`src/rtl/evcap_pkg.sv`:
```
// Shared constants and the control-word layout of the capture unit.
// Assumes a 3-bit word address and four capture slots.
package evcap_pkg;
    localparam int NEVT    = 4;
    localparam int IW      = $clog2(NEVT);
    localparam int PRESC_W = 5;
    localparam int ADDR_W  = 3;
    localparam int NFLAG   = NEVT + 3;

    localparam logic [ADDR_W-1:0] A_CNT   = 3'd0;
    localparam logic [ADDR_W-1:0] A_PHS   = 3'd1;
    localparam logic [ADDR_W-1:0] A_SLOT0 = 3'd2;
    localparam logic [ADDR_W-1:0] A_CTRL  = 3'd6;
    localparam logic [ADDR_W-1:0] A_FLAG  = 3'd7;

    localparam int F_OVF     = NEVT;
    localparam int F_PRD     = NEVT + 1;
    localparam int F_CMP     = NEVT + 2;
    localparam int REARM_BIT = 20;

    // Control word, bit 0 at the bottom (run).
    typedef struct packed {
        logic               sync_en;   // 19
        logic [PRESC_W-1:0] presc;     // 18:14
        logic [NEVT-1:0]    diff_rst;  // 13:10
        logic [NEVT-1:0]    fall;      // 9:6
        logic               pwm_mode;  // 5
        logic [IW-1:0]      stop_evt;  // 4:3
        logic               oneshot;   // 2
        logic               cap_en;    // 1
        logic               run;       // 0
    } ctrl_t;

    localparam int CTRL_W = $bits(ctrl_t);
endpackage

```
`src/rtl/evcap_edge_presc.sv`:
```
// Synchronizes the pin, detects the edge kind chosen for the current slot
// and passes every (presc+1)th such edge on as an event pulse.
// Assumes sig_in is asynchronous; adds a fixed three-clock latency.
module evcap_edge_presc #(
    parameter int NEVT = 4,
    parameter int PW   = 5,
    localparam int IW  = $clog2(NEVT)
) (
    input  logic            clk,
    input  logic            rst_n,
    input  logic            sig_in,
    input  logic [NEVT-1:0] fall_sel,
    input  logic [IW-1:0]   slot_idx,
    input  logic            enable,
    input  logic            restart,
    input  logic [PW-1:0]   presc,
    output logic            evt
);
    logic [2:0]    sh_q;
    logic [PW-1:0] div_q;
    logic          rise, fall, qual;

    // Two-stage synchronizer plus one stage of history for edge detection.
    always_ff @(posedge clk) begin
        if (!rst_n) sh_q <= '0;
        else        sh_q <= {sh_q[1:0], sig_in};
    end

    // Pick the edge kind the pending slot asks for.
    always_comb begin
        rise = sh_q[1] & ~sh_q[2];
        fall = ~sh_q[1] & sh_q[2];
        qual = fall_sel[slot_idx] ? fall : rise;
        evt  = enable & qual & (div_q == presc) & ~restart;
    end

    // Prescale counter over qualifying edges.
    always_ff @(posedge clk) begin
        if (!rst_n || restart || !enable) div_q <= '0;
        else if (qual)                    div_q <= (div_q == presc) ? '0 : div_q + 1'b1;
    end


    presc_gap_chk: assert property (@(posedge clk) disable iff (!rst_n)
        (evt && presc != '0) |=> (!evt || presc != $past(presc)));
endmodule

```
`src/rtl/evcap_seq.sv`:
```
// Rotating slot pointer with one-shot stop. cap_vld marks an accepted event
// and ptr names the slot it fills. Assumes NEVT slots.
module evcap_seq #(
    parameter int NEVT = 4,
    localparam int IW  = $clog2(NEVT)
) (
    input  logic          clk,
    input  logic          rst_n,
    input  logic          evt,
    input  logic          oneshot,
    input  logic [IW-1:0] stop_evt,
    input  logic          restart,
    output logic          cap_vld,
    output logic [IW-1:0] ptr
);
    logic stopped_q;

    // An event counts only while the rotation is not halted.
    assign cap_vld = evt & ~stopped_q;

    // Advance the pointer per capture, halt on the stop slot in one-shot.
    always_ff @(posedge clk) begin
        if (!rst_n || restart) begin
            ptr       <= '0;
            stopped_q <= 1'b0;
        end else if (cap_vld) begin
            ptr <= (ptr == IW'(NEVT - 1)) ? '0 : ptr + 1'b1;
            if (oneshot && ptr == stop_evt) stopped_q <= 1'b1;
        end
    end


    ptr_step_chk: assert property (@(posedge clk) disable iff (!rst_n)
        (cap_vld && !restart && ptr != IW'(NEVT - 1)) |=> ptr == $past(ptr) + 1'b1);


    oneshot_halt_chk: assert property (@(posedge clk) disable iff (!rst_n)
        (cap_vld && oneshot && ptr == stop_evt && !restart) |=> !cap_vld);
endmodule

```
`src/rtl/evcap_pwm.sv`:
```
// Period and compare match detection and the PWM output register.
// Assumes the counter is cleared by the parent on a period match.
module evcap_pwm #(
    parameter int W = 32
) (
    input  logic         clk,
    input  logic         rst_n,
    input  logic         mode,
    input  logic         run,
    input  logic [W-1:0] cnt,
    input  logic [W-1:0] prd,
    input  logic [W-1:0] cmp,
    output logic         prd_hit,
    output logic         cmp_hit,
    output logic         pwm_out
);
    // Matches exist only while PWM mode runs.
    assign prd_hit = mode & run & (cnt == prd);
    assign cmp_hit = mode & run & (cnt == cmp);

    // High at the period wrap, low at compare; compare wins a tie.
    always_ff @(posedge clk) begin
        if (!rst_n || !mode) pwm_out <= 1'b0;
        else if (cmp_hit)    pwm_out <= 1'b0;
        else if (prd_hit)    pwm_out <= 1'b1;
    end


    pwm_rise_chk: assert property (@(posedge clk) disable iff (!rst_n)
        $rose(pwm_out) |-> $past(prd_hit));


    pwm_fall_chk: assert property (@(posedge clk) disable iff (!rst_n)
        $fell(pwm_out) |-> ($past(cmp_hit) || !$past(mode)));
endmodule

```
`src/rtl/evcap_unit.sv`:
```
// Four-slot edge timestamp unit with an auxiliary PWM mode.
// Holds the counter, phase, slots, control and flags, and the register port.
// Assumes synchronous active-low reset and CNT_W >= 21.
module evcap_unit
    import evcap_pkg::*;
#(
    parameter int CNT_W = 32
) (
    input  logic              clk,
    input  logic              rst_n,
    input  logic              cap_in,
    input  logic              sync_in,
    output logic              sync_out,
    output logic              pwm_out,
    input  logic              bus_wr,
    input  logic              bus_rd,
    input  logic [ADDR_W-1:0] bus_addr,
    input  logic [CNT_W-1:0]  bus_wdata,
    output logic [CNT_W-1:0]  bus_rdata,
    output logic              bus_rvalid,
    output logic [NFLAG-1:0]  evt_flags
);
    ctrl_t             ctrl_q;
    logic [CNT_W-1:0]  cnt_q, phase_q, rd_mux;
    logic [CNT_W-1:0]  slot_q [NEVT];
    logic [NFLAG-1:0]  flags_q, flag_set, flag_clr;
    logic [IW-1:0]     ptr;
    logic              evt, cap_vld, prd_hit, cmp_hit;
    logic              wr_cnt, wr_ctrl, wr_phs, wr_flag, rearm;
    logic              sync_ld, diff_hit, ovf_hit, cap_enable;

    // Decode writes and derived strobes.
    always_comb begin
        wr_cnt     = bus_wr && bus_addr == A_CNT;
        wr_phs     = bus_wr && bus_addr == A_PHS;
        wr_ctrl    = bus_wr && bus_addr == A_CTRL;
        wr_flag    = bus_wr && bus_addr == A_FLAG;
        rearm      = wr_ctrl && bus_wdata[REARM_BIT];
        cap_enable = ctrl_q.cap_en & ~ctrl_q.pwm_mode;
        sync_ld    = sync_in & ctrl_q.sync_en;
        diff_hit   = cap_vld & ctrl_q.diff_rst[ptr];
        ovf_hit    = ctrl_q.run & (cnt_q == '1) & ~wr_cnt & ~sync_ld & ~prd_hit & ~diff_hit;
    end

    evcap_edge_presc #(.NEVT(NEVT), .PW(PRESC_W)) u_edge (
        .clk(clk), .rst_n(rst_n), .sig_in(cap_in), .fall_sel(ctrl_q.fall),
        .slot_idx(ptr), .enable(cap_enable), .restart(rearm),
        .presc(ctrl_q.presc), .evt(evt)
    );

    evcap_seq #(.NEVT(NEVT)) u_seq (
        .clk(clk), .rst_n(rst_n), .evt(evt), .oneshot(ctrl_q.oneshot),
        .stop_evt(ctrl_q.stop_evt), .restart(rearm), .cap_vld(cap_vld), .ptr(ptr)
    );

    evcap_pwm #(.W(CNT_W)) u_pwm (
        .clk(clk), .rst_n(rst_n), .mode(ctrl_q.pwm_mode), .run(ctrl_q.run),
        .cnt(cnt_q), .prd(slot_q[0]), .cmp(slot_q[1]),
        .prd_hit(prd_hit), .cmp_hit(cmp_hit), .pwm_out(pwm_out)
    );

    // Counter: bus load, then sync preload, then run (wrap or restart or step).
    always_ff @(posedge clk) begin
        if (!rst_n)                      cnt_q <= '0;
        else if (wr_cnt)                 cnt_q <= bus_wdata;
        else if (sync_ld)                cnt_q <= phase_q;
        else if (prd_hit || diff_hit)    cnt_q <= '0;
        else if (ctrl_q.run)             cnt_q <= cnt_q + 1'b1;
    end

    // Control and phase registers.
    always_ff @(posedge clk) begin
        if (!rst_n) begin
            ctrl_q  <= '0;
            phase_q <= '0;
        end else begin
            if (wr_ctrl) ctrl_q  <= ctrl_t'(bus_wdata[CTRL_W-1:0]);
            if (wr_phs)  phase_q <= bus_wdata;
        end
    end

    // Capture slots; the lower half reload from the upper half on a period match.
    for (genvar i = 0; i < NEVT; i++) begin : g_slot
        localparam bit HAS_SH = (i < NEVT / 2);
        always_ff @(posedge clk) begin
            if (!rst_n)                                   slot_q[i] <= '0;
            else if (bus_wr && bus_addr == ADDR_W'(A_SLOT0 + i)) slot_q[i] <= bus_wdata;
            else if (HAS_SH && prd_hit)                   slot_q[i] <= slot_q[(i + NEVT / 2) % NEVT];
            else if (cap_vld && ptr == IW'(i))            slot_q[i] <= cnt_q;
        end
    end

    // Flags: hardware sets win over write-one-to-clear.
    always_comb begin
        flag_set = {cmp_hit, prd_hit, ovf_hit, NEVT'({{(NEVT-1){1'b0}}, cap_vld} << ptr)};
        flag_clr = wr_flag ? bus_wdata[NFLAG-1:0] : '0;
    end

    always_ff @(posedge clk) begin
        if (!rst_n) flags_q <= '0;
        else        flags_q <= (flags_q & ~flag_clr) | flag_set;
    end

    assign evt_flags = flags_q;

    // Read data selection.
    always_comb begin
        case (bus_addr)
            A_CNT:   rd_mux = cnt_q;
            A_PHS:   rd_mux = phase_q;
            A_CTRL:  rd_mux = {{(CNT_W-CTRL_W){1'b0}}, ctrl_q};
            A_FLAG:  rd_mux = {{(CNT_W-NFLAG){1'b0}}, flags_q};
            default: rd_mux = slot_q[IW'(bus_addr - A_SLOT0)];
        endcase
    end

    // Registered read port and sync output.
    always_ff @(posedge clk) begin
        if (!rst_n) begin
            bus_rvalid <= 1'b0;
            bus_rdata  <= '0;
            sync_out   <= 1'b0;
        end else begin
            bus_rvalid <= bus_rd;
            if (bus_rd) bus_rdata <= rd_mux;
            sync_out   <= ctrl_q.pwm_mode ? prd_hit : sync_in;
        end
    end


    ovf_wrap_chk: assert property (@(posedge clk) disable iff (!rst_n)
        $rose(flags_q[F_OVF]) |-> $past(cnt_q) == '1);


    rd_lat_chk: assert property (@(posedge clk) disable iff (!rst_n)
        bus_rd |=> bus_rvalid);


    rd_only_chk: assert property (@(posedge clk) disable iff (!rst_n)
        bus_rvalid |-> $past(bus_rd));
endmodule

```
`config.mk`:
```
export PLATFORM = sky130hd
export DESIGN_NAME = evcap_unit
export DESIGN_NICKNAME = d
export VERILOG_FILES = /design/src/rtl/evcap_pkg.sv /design/src/rtl/evcap_edge_presc.sv /design/src/rtl/evcap_seq.sv /design/src/rtl/evcap_pwm.sv /design/src/rtl/evcap_unit.sv
export SDC_FILE = /design/constraint.sdc
export NUM_CORES = 1
export LEC_CHECK = 0
export BUFFER_PORTS_ARGS = -buffer_cell sky130_fd_sc_hd__buf_2
export CELL_PAD_IN_SITES_DETAIL_PLACEMENT = 0
export CELL_PAD_IN_SITES_GLOBAL_PLACEMENT = 2
export CORE_MARGIN = 5
export CORE_UTILIZATION = 40
export DETAILED_ROUTE_END_ITERATION = 8
export GPL_TIMING_DRIVEN = 0
export PLACE_DENSITY_LB_ADDON = 0.1
export SLEW_MARGIN = 20
export SYNTH_ARGS = -nofsm -noshare
export SYNTH_HDL_FRONTEND = slang
export SYNTH_HIERARCHICAL = 1
export SYNTH_SLANG_ARGS = --single-unit
```
`constraint.sdc`:
```
create_clock -name clk -period 5.3 [get_ports clk]
set_clock_uncertainty 0.2 [all_clocks]
set_input_delay 1.06 -clock clk [delete_from_list [all_inputs] [get_ports clk]]
set_output_delay 1.06 -clock clk [all_outputs]
set_load 0.05 [all_outputs]
```
==> qor.txt <==
Status -> finished, final reports clean
IO buf count -> 70
Post-Syn Instances -> 1508
Drc violations -> 0
#FFs+latches synth -> 265
Achievable Freq -> 190 MHz
Slew Viols, Final -> 0
Die area -> 0.0402 sq mm
Rows -> 69
Crit. End Element -> flop
Top cells by count, synth -> nand2_1 (215), dfxtp_1 (137), a21oi_1 (136)
Fin. Hold Viols -> 0
First-pass GRT wire length -> 93.7 mm
Most frequent cell after synthesis -> nand2_1
Largest net degree at the start of global routing -> 33
P&R area growth vs syn -> 14.5%
Class of the worst hold path -> flop to flop
CTS resizes -> 0
Starting DRT DRC Count -> 2159
Slew @ Worst Pin -> 1.10 ns
CTS tree -> built
R2R depth -> 9
CP endpoint -> cnt_q[18]
Fraction of registers with async set/reset -> 0%
Yosys warns -> 6
Routability-driven placement congestion ratio -> 0.987
Synth area leader -> edfxtp_1
Vias in the first global route -> 13100
Worst slew margin -> 26.6%
Worst-path clk slew -> 0.06 ns
Yosys top cell area share -> 26.5%
Syn Nets -> 1552
Worst-path fanout max -> 10
CTS Root Cell -> clkbuf_16
Fin crit share -> 99.5%
Post-CTS setup buffer count -> 0
R2r endpoint -> slot_q[1][29]
Worst Setup Path Type -> input pin to flop
Hold path depth -> 1
Synth cell types -> 75
Antenna Cells -> 0
Final setup fails -> 0
Core ar. -> 0.0357 sq mm
Die Y -> 201 um
Final Instance Area -> 0.0166 sq mm
Total number of H-tree levels -> 2
Leading post-synthesis cells by cell area -> edfxtp_1 (26%), dfxtp_1 (19%), nand2_1 (5.6%), mux4_2 (5.1%), a21oi_1 (4.7%)
Latest clock arrival within the worst-skew pair -> 0.53 ns
WHS -> 0.234 ns
Synth Area per Inst -> 9.63 sq um
Routed Antenna Nets -> 0
Worst R2R Setup Slack -> 0.64 ns
Layout net count -> 1661
Clock tree buffer depth -> 3
WP data required -> 5.51 ns
Io pins -> 83
Cts hold-fix bufs -> 0
Dpl hpwl -> 47.4 mm
Global Route Usage Sum -> 31.4%
PD cells -> 312 mW/mm^2
Starting Density -> 40.6%
Worst Setup Start Kind -> input pin
RR Startpoint -> slot_q[0][26]
CTS sink count -> 265
# Max-Cap Violations -> 0
Min Tclk post-route -> 5.27 ns
CP startpoint -> bus_addr[0]
RSZ-0062 raised after global routing -> false
Worst Path Arrival -> 5.48 ns
Post-synth EDFFs -> 128
Ys flop type -> dfxtp_1
Dpl cell area -> 0.0155 sq mm
Worst VDD drop -> 0.000219 V
Initial antenna violation count -> 0
Post-Syn Area -> 0.0145 sq mm
Fin cells -> 2104
Pleak -> 6.50 nW
Seq/Total Area, Yosys -> 45.4%
Placed cells -> 2042
Die X -> 201 um
Via/cell ratio -> 6.54
Initial DRT Pass Iterations -> 9
Share of cells above drive strength 1 -> 14.7%
Overflow left after global routing -> 0
Total CTS buffers -> 34
Via count -> 13800
Routed len/inst -> 31.3 um
Routed Wire Length -> 65.9 mm
==> per-stage QoR <==
| stage | TNS, ns | util, % | setup slack [ns] | power, mW |
|---|---|---|---|---|
| 6_report | 0 | 46.5 | 0.0291 | 5.18 |
| 2_1_floorplan | 0 | - | 1.17 | 2.66 |
| 3_5_place_dp | -23.21 | 43.4 | -0.404 | 2.90 |
| 5_1_grt | 0 | 46.5 | 0.0244 | 5.31 |
| 4_1_cts | 0 | 46.5 | 0.130 | 5.19 |
| 3_3_place_gp | -91.61 | 43.2 | -0.774 | 2.90 |
==> kinds of logic (layout without fill, tap and decap cells) <==
family / after synthesis / count (layout) / synth area share, %
adders and majority gates: 3 / 3 / 0.259
muxes: 60 / 60 / 7.16
buffers and inverters: 223 / 358 / 6.39
and+or+nand+nor: 479 / 479 / 15.8
xor gates and xnor gates: 72 / 72 / 4.34
DFF: 265 / 265 / 45.4
AOI/OAI and AO/OA: 406 / 406 / 20.6
==> critical path, stage by stage <==
cell	delay, ns
buf_2	0.13
buf_2	0.22
nor2b_1	0.40
and3_1	0.26
clkbuf_1	0.47
and2_1	0.30
nand2b_1	0.23
nor4_4	0.08
nor2b_4	0.17
nand2_1	0.21
o221ai_2	0.45
nor3_2	0.77
buf_2	0.42
a31oi_1	0.08
o211a_1	0.22
==> how the worst min path moves through the flow <==
stage | startpoint | endpoint | slack, ns
CTS | u_edge/sh_q[0] | u_edge/sh_q[1] | 0.24
global route | u_edge/sh_q[0] | u_edge/sh_q[1] | 0.27
detailed placement | u_edge/sh_q[0] | u_edge/sh_q[1] | 0.22
floorplan | u_edge/sh_q[0] | u_edge/sh_q[1] | 0.21
global placement | u_edge/sh_q[0] | u_edge/sh_q[1] | 0.22
finish | u_edge/sh_q[0] | u_edge/sh_q[1] | 0.23
==> layout by cell type (no fill, tap or decap), types with 7 or more instances in the layout <==
master | synthesis | layout
a211oi_1 | 37 | 37
a21oi_1 | 136 | 136
a221oi_1 | 23 | 23
a222oi_1 | 64 | 64
a22o_1 | 32 | 32
a22oi_1 | 32 | 32
a31oi_1 | 13 | 13
and2_1 | 12 | 12
and3_1 | 31 | 31
buf_2 | 25 | 95
clkbuf_1 | 106 | 117
clkbuf_16 | 0 | 37
dfxtp_1 | 137 | 137
edfxtp_1 | 128 | 128
inv_1 | 72 | 72
mux2_2 | 13 | 13
mux2i_1 | 12 | 12
mux4_2 | 33 | 33
nand2_1 | 215 | 213
nand3_1 | 47 | 46
nand4_1 | 21 | 21
nor2_1 | 78 | 78
nor2b_1 | 7 | 7
nor3_1 | 14 | 14
nor4_1 | 19 | 18
o21ai_0 | 16 | 16
xnor2_1 | 35 | 35
xor2_1 | 37 | 37
==> final cells by class <==
class / count / area (sq um)
timing repair buffer: 73 / 410
sequential: 265 / 6590
multi-input combinational: 1020 / 7030
buffer: 150 / 653
tap: 461 / 577
inverter: 73 / 274
clock inverter: 8 / 46.3
clock buffer: 54 / 1050
fill: 3558 / 19100
==> flip-flops by register name (all words and copies together) (netlist names) <==
name	flops
phase_q	32
u_edge/div_q	5
cnt_q	32
u_seq/ptr	2
u_edge/sh_q	3
bus_rvalid	1
slot_q	128
evt_flags	7
u_seq/stopped_q	1
u_pwm/pwm_out	1
bus_rdata	32
sync_out	1
ctrl_q	20
==> power by group <==
group,switching [mW],internal [mW]
Clock,0.944,1.36
Combinational,0.407,0.164
Sequential,0.0663,2.24
Total,1.42,3.76
==> per-layer routing <==
metal,wire length (um),share of wire [%],global-route usage (%)
met1,27600,42,44.2
met2,28600,43,47.6
met3,6840,10,6.53
met4,2920,4.4,12.1
met5,0,0,0
Note: power is estimated with default switching activity, not from simulation.
